**config.mk**
```make
export PLATFORM = sky130hd
export DESIGN_NAME = ring_word_writer
export DESIGN_NICKNAME = d
export VERILOG_FILES = /design/src/rtl/cbw_pkg.sv /design/src/rtl/cbw_ctrl.sv /design/src/rtl/cbw_path.sv /design/src/rtl/ring_word_writer.sv
export SDC_FILE = /design/constraint.sdc
export NUM_CORES = 1
export LEC_CHECK = 0
export BUFFER_PORTS_ARGS = -buffer_cell sky130_fd_sc_hd__buf_4
export CORE_ASPECT_RATIO = 0.6
export CORE_MARGIN = 3
export CORE_UTILIZATION = 35
export DETAILED_ROUTE_END_ITERATION = 8
export GPL_TIMING_DRIVEN = 1
export PLACE_DENSITY = 0.66
export SYNTH_ARGS = -nofsm -noshare
export SYNTH_HDL_FRONTEND = slang
export SYNTH_HIERARCHICAL = 1
export SYNTH_SLANG_ARGS = --single-unit
```
**constraint.sdc**
```tcl
create_clock -name clk -period 7.6 [get_ports clk]
set_clock_uncertainty 0.15 [all_clocks]
set_input_delay 0.38 -clock clk [delete_from_list [all_inputs] [get_ports clk]]
set_output_delay 0.38 -clock clk [all_outputs]
set_load 0.05 [all_outputs]
```
**src/rtl/cbw_pkg.sv**
```systemverilog
package cbw_pkg;

  // Strobes passed from the control to the datapath.
  typedef struct packed {
    logic take;    // a word is accepted from the input
    logic commit;  // the memory port accepts the pending write
  } cbwStrobe_t;

endpackage

```
**src/rtl/cbw_ctrl.sv**
```systemverilog
module cbw_ctrl
  import cbw_pkg::*;
(
  input  logic       clk,
  input  logic       rstN,
  input  logic       inValid,
  input  logic       memReady,
  output logic       inReady,
  output logic       memStrobe,
  output cbwStrobe_t strobes
);

  typedef enum logic {
    ST_IDLE,
    ST_BUSY
  } cbwState_t;

  cbwState_t state;
  cbwState_t stateNext;

  always_comb begin
    stateNext      = state;
    strobes.take   = 1'b0;
    strobes.commit = 1'b0;
    unique case (state)
      ST_IDLE: begin
        if (inValid) begin
          strobes.take = 1'b1;
          stateNext    = ST_BUSY;
        end
      end
      ST_BUSY: begin
        if (memReady) begin
          strobes.commit = 1'b1;
          stateNext      = ST_IDLE;
        end
      end
      default: stateNext = ST_IDLE;
    endcase
  end

  always_ff @(posedge clk) begin
    if (!rstN) state <= ST_IDLE;
    else       state <= stateNext;
  end

  assign inReady   = (state == ST_IDLE);
  assign memStrobe = (state == ST_BUSY);


  busy_hold_chk: assert property (@(posedge clk) disable iff (!rstN)
    (memStrobe && !memReady) |=> (memStrobe && !inReady));


  single_take_chk: assert property (@(posedge clk) disable iff (!rstN)
    strobes.take |=> !strobes.take);

endmodule

```
**src/rtl/cbw_path.sv**
```systemverilog
module cbw_path
  import cbw_pkg::*;
#(
  parameter int ADDR_W = 32,
  parameter int DATA_W = 32
) (
  input  logic              clk,
  input  logic              rstN,
  input  logic [ADDR_W-1:0] cfgBase,
  input  logic [ADDR_W-1:0] cfgSizeBytes,
  input  logic [DATA_W-1:0] inData,
  input  cbwStrobe_t        strobes,
  output logic [ADDR_W-1:0] memAddr,
  output logic [DATA_W-1:0] memData,
  output logic              irqPulse,
  output logic              irqSecondHalf
);

  localparam int WORD_BYTES = DATA_W / 8;
  localparam int ALIGN_BITS = $clog2(WORD_BYTES);
  localparam logic [ADDR_W-1:0] STEP = ADDR_W'(WORD_BYTES);

  logic [ADDR_W-1:0] baseReg;
  logic [ADDR_W-1:0] sizeReg;
  logic [ADDR_W-1:0] offsetReg;
  logic [ADDR_W-1:0] addrReg;
  logic [DATA_W-1:0] dataReg;
  logic              irqReg;
  logic              halfReg;

  logic [ADDR_W-1:0] offsetNext;
  logic [ADDR_W-1:0] halfMark;
  logic              hitEnd;
  logic              hitHalf;

  assign offsetNext = offsetReg + STEP;
  assign halfMark   = sizeReg >> 1;
  assign hitEnd     = (offsetNext == sizeReg);
  assign hitHalf    = (offsetNext == halfMark);

  // Configuration is held while reset is low and then frozen.
  always_ff @(posedge clk) begin
    if (!rstN) begin
      baseReg <= cfgBase;
      sizeReg <= cfgSizeBytes;
    end
  end

  always_ff @(posedge clk) begin
    if (!rstN) begin
      offsetReg <= '0;
      irqReg    <= 1'b0;
      halfReg   <= 1'b0;
    end else begin
      irqReg <= strobes.commit && (hitEnd || hitHalf);
      if (strobes.commit) begin
        if (hitEnd) begin
          offsetReg <= '0;
          halfReg   <= 1'b1;
        end else begin
          offsetReg <= offsetNext;
          if (hitHalf) halfReg <= 1'b0;
        end
      end
    end
  end

  always_ff @(posedge clk) begin
    if (!rstN) begin
      addrReg <= '0;
      dataReg <= '0;
    end else if (strobes.take) begin
      addrReg <= baseReg + offsetReg;
      dataReg <= inData;
    end
  end

  assign memAddr       = addrReg;
  assign memData       = dataReg;
  assign irqPulse      = irqReg;
  assign irqSecondHalf = halfReg;


  offset_align_chk: assert property (@(posedge clk) disable iff (!rstN)
    offsetReg[ALIGN_BITS-1:0] == '0);


  offset_step_chk: assert property (@(posedge clk) disable iff (!rstN)
    !strobes.commit |=> $stable(offsetReg));


  offset_range_chk: assert property (@(posedge clk) disable iff (!rstN)
    (sizeReg >= 2 * STEP) |-> (offsetReg < sizeReg));


  half_latch_chk: assert property (@(posedge clk) disable iff (!rstN)
    !irqReg |=> (irqReg || $stable(halfReg)));

endmodule

```
**src/rtl/ring_word_writer.sv**
```systemverilog
module ring_word_writer
  import cbw_pkg::*;
(
  input  logic        clk,
  input  logic        rstN,
  input  logic [31:0] cfgBase,
  input  logic [31:0] cfgSizeBytes,
  input  logic        inValid,
  input  logic [31:0] inData,
  output logic        inReady,
  output logic        memStrobe,
  output logic [31:0] memAddr,
  output logic [31:0] memData,
  input  logic        memReady,
  output logic        irqPulse,
  output logic        irqSecondHalf
);

  cbwStrobe_t strobes;

  cbw_ctrl ctrl (
    .clk       (clk),
    .rstN      (rstN),
    .inValid   (inValid),
    .memReady  (memReady),
    .inReady   (inReady),
    .memStrobe (memStrobe),
    .strobes   (strobes)
  );

  cbw_path #(
    .ADDR_W (32),
    .DATA_W (32)
  ) path (
    .clk           (clk),
    .rstN          (rstN),
    .cfgBase       (cfgBase),
    .cfgSizeBytes  (cfgSizeBytes),
    .inData        (inData),
    .strobes       (strobes),
    .memAddr       (memAddr),
    .memData       (memData),
    .irqPulse      (irqPulse),
    .irqSecondHalf (irqSecondHalf)
  );


  strobe_hold_chk: assert property (@(posedge clk) disable iff (!rstN)
    (memStrobe && !memReady) |=> (memStrobe && $stable(memAddr) && $stable(memData)));


  irq_single_chk: assert property (@(posedge clk) disable iff (!rstN)
    irqPulse |=> !irqPulse);


  irq_cause_chk: assert property (@(posedge clk) disable iff (!rstN)
    irqPulse |-> $past(memStrobe && memReady));

endmodule

```
==> results.py <==
metrics = {
    "run_status": {
        "status": "finished clean",
    },
    "sta": {
        "period_share": 0.6042,
        "rsz0062_at_grt": "no",
        "fin_crit_ns": 4.592,
        "worst_pin_slew_ns": 1.080,
        "setup-violations-final": 0,
        "hold_ws_ns": 0.01940,
        "fmax_mhz": 217.8,
        "fin_setup_tns_ns": 0,
        "layout_setup_ws_ns": 3.008,
        "maxSlewHeadroom": 0.2615,
        "report.final.slew_viol_count": 0,
        "finalHoldViolCount": 0,
    },
    "worst_setup_path": {
        "cp_max_fo": 24,
        "critPathTopFamily": "simple AND/OR/NAND/NOR gates",
        "crit_buf_inv": 2,
        "path_class": "reg -> reg",
        "crit_path_end_kind": "flip-flop",
        "start_kind": "flip-flop",
        "crit_arrival_ns": 4.73,
        "slowest_stage": "a2111oi_0",
        "slowest_delay_ns": 1.00,
        "crit_path_cell_trace": "ha_1 -> nand4_2 -> nor2_1 -> buf_4 -> nand4_2 -> xor2_1 -> a2111oi_0 -> nand4_1 -> or4_1 -> buf_4 -> nand3b_1 -> a21oi_1",
        "required_ns": 7.74,
    },
    "run": {
        "maxCapViolCount": 0,
    },
    "synthesis": {
        "syn-num-nets": 1177,
        "synth_top_family_by_area": "simple AND/OR/NAND/NOR gates",
        "synth_top_flop_cell": "dfxtp_1",
        "synthMuxAreaShare": 0.05139,
        "syn_area_mm2": 0.009861,
        "synth_cell_type_count": 81,
        "netlist_instances": 1046,
        "synth_compound_area_frac": 0.1334,
        "synth-seq-cells": 161,
        "async_reset_ff_frac": 0,
        "synthSimpleGateAreaFrac": 0.2421,
        "synth.area.top_cells": "dfxtp_1 (20%), edfxtp_1 (19%), xnor2_1 (5.7%)",
        "synth_top_area_share": 0.1969,
        "synth_fa_ha_area_frac": 0.03934,
        "yosysSeqAreaShare": 0.3918,
        "yosysWarnings": 6,
        "syn_avg_cell_area_um2": 9.427,
        "synth_edf_count": 64,
        "synth-xor-area-share": 0.1029,
        "yosysTopAreaCell": "dfxtp_1",
    },
    "global_routing": {
        "grt_use_total": 0.2076,
        "grt_max_degree": 86,
        "grt_pass1_vias": 8372,
        "grt_overflow": 0,
        "antenna_found_initial": 0,
        "grt_pass1_wl_mm": 48.69,
    },
    "clocking": {
        "path_clk_slew_ns": 0.07,
        "post_cts_resize_count": 0,
        "htreeDepth": 4,
        "clockBufferDepth": 2,
        "cts_made_buffers": 17,
        "post-cts-setup-buffers": 0,
        "cts_tree": "done",
        "cts_sinks": 161,
        "insertion_delay_ns": 0.45,
        "cts_root_buf": "clkbuf_16",
    },
    "pwr": {
        "p_sw_uw": 664.4,
        "vdd_drop_max_mv": 0.1587,
        "seqPwrFrac": 0.447,
        "internal_power_uw": 1585,
        "sw_frac_of_total": 0.2954,
        "power.leakage_uw": 0.005129,
        "power.density_mw_per_mm2": 179.0,
        "clkPwrFrac": 0.368,
        "power_frac_comb": 0.185,
    },
    "floorplanning": {
        "ios": 168,
        "dieWidth_um": 222.7,
        "initial_core_util": 0.3645,
        "std_cell_rows": 46,
        "dieArea_mm2": 0.03029,
        "core-area_mm2": 0.02705,
        "fp.dieH_um": 136.0,
    },
    "placed_design": {
        "hpwl_mm": 22.92,
        "routabilityCongestion": 0.9647,
        "preCtsSetupSlack_ns": 3.239,
        "port_buffers": 167,
        "dpl.cell_count": 1506,
        "dpl_cell_area_mm2": 0.01128,
    },
    "layout": {
        "final_cells": 1612,
        "design_area_mm2": 0.01257,
        "synthToLayoutAreaGrowth_pct": 27.43,
        "drive_gt1_frac": 0.2021,
        "fin_nets": 1370,
        "antenna_cells": 0,
    },
    "routing": {
        "dr.first_iter.drc_count": 804,
        "firstDrtPassIters": 5,
        "viasPerCell": 5.460,
        "wl_per_cell_um": 19.52,
        "drc": 0,
        "totalWireLength_mm": 31.46,
        "vias": 8801,
        "ant_nets": 0,
    },
    "min_path": {
        "hold_path_class": "in -> reg",
    },
}
[cell type report]
cell class	instances	area, µm²
Fill cell	2572	14490
Multi-Input combinational cell	798	5617
Sequential cell	161	3864
Timing Repair Buffer	245	2024
Tap cell	360	450.4
Clock buffer	21	440.4
Clock inverter	11	107.6
Inverter	16	62.56
[worst register-to-register path: stages, from the launching register on]
cell	delay, ns
dfxtp_1	0.53
ha_1	0.43
nand4_2	0.29
nor2_1	0.18
buf_4	0.25
nand4_2	0.16
xor2_1	0.26
a2111oi_0	1.00
nand4_1	0.20
or4_1	0.45
buf_4	0.30
nand3b_1	0.16
a21oi_1	0.07
[layer usage]
metal / up-vias / share of wire / track usage
met3: 33 / 0.099 / 0.06668
met5: - / 0 / 0
met1: 4176 / 0.49 / 0.3113
met2: 379 / 0.39 / 0.2811
li1: 4213 / - / -
met4: 0 / 0.015 / 0.05785
[through the flow]
step             util  power (µW)
2_1_floorplan       -        1261
3_3_place_gp   0.4169        1401
3_5_place_dp   0.4169        1403
4_1_cts        0.4645        2267
5_1_grt        0.4645        2343
6_report       0.4645        2249
[Yosys cell counts (all sizes together) (7+ instances only)]
cell,instances
o31ai,9
nand2,65
nor2,107
a21o,11
ha,31
o211ai,8
and4b,7
xnor2,66
nand3b,18
mux2i,48
and3,24
clkbuf,33
nand2b,12
nand3,43
a211oi,11
nor4b,15
buf,38
a31oi,10
nand4,30
nor3,28
o21ai,53
edfxtp,64
xor2,43
a21oi,32
o21a,8
nor2b,13
and2,9
dfxtp,97
and4,12
inv,16
nor4,14
[repair_timing]
action                                  in CTS  in global routing
hold buffers                                74                  0
endpoints found under the hold margin       74                  0
endpoints found under the setup margin       0                  0
[cell usage in the layout, fill, tap and decap left out, types with 9 or more instances in the layout]
| master | instances |
|---|---|
| buf_4 | 171 |
| nor2_1 | 104 |
| dfxtp_1 | 97 |
| dlygate4sd3_1 | 74 |
| nand2_1 | 65 |
| xnor2_1 | 64 |
| edfxtp_1 | 64 |
| mux2i_1 | 48 |
| xor2_1 | 43 |
| nand3_1 | 39 |
| o21ai_0 | 33 |
| a21oi_1 | 32 |
| ha_1 | 31 |
| nor3_1 | 27 |
| and3_1 | 24 |
| nand4_1 | 24 |
| o21ai_2 | 20 |
| nand3b_1 | 18 |
| clkbuf_16 | 17 |
| inv_1 | 15 |
| nor4b_1 | 15 |
| nor2b_1 | 13 |
| nand2b_1 | 12 |
| and4_1 | 12 |
| a211oi_1 | 11 |
| a21o_1 | 11 |
| nor4_1 | 10 |
| a31oi_1 | 10 |
| o31ai_1 | 9 |
[power by group through the flow]
stage,registers (µW),logic (µW),clock network [µW]
floorplan,1090,170,0
global placement,1020,379,0
detailed placement,1020,381,0
CTS,1000,413,849
global route,1010,444,888
finish,1010,415,828
[path summary, 6_finish.rpt]
check	endpoint	slack (ns)	from	depth (start not counted)
hold / removal	path/memData[11]	0.02	inData[11]	3
setup / recovery	path/offsetReg[2]	3.01	path/offsetReg[2]	12
hold reg to reg	path/memData[12]	0.34	path/memData[12]	2
setup reg to reg	path/offsetReg[2]	3.01	path/offsetReg[2]	12
[registers in the layout, summed over array words and instances, names as in the netlist]
name	cells
ctrl/memStrobe	1
path/offsetReg	30
path/baseReg	32
path/memAddr	32
path/irqPulse	1
path/memData	32
path/irqSecondHalf	1
path/sizeReg	32
[cell families (layout without fill, tap and decap cells)]
family	count (synthesis)	count (layout)
muxes	50	50
and+or+nand+nor	419	419
AOI/OAI and AO/OA	186	186
buffers and inverters	87	293
other	1	1
xor gates and xnor gates	111	111
adders and majority gates	31	31
DFF	161	161
No activity file was read; power rests on OpenSTA's default activity.
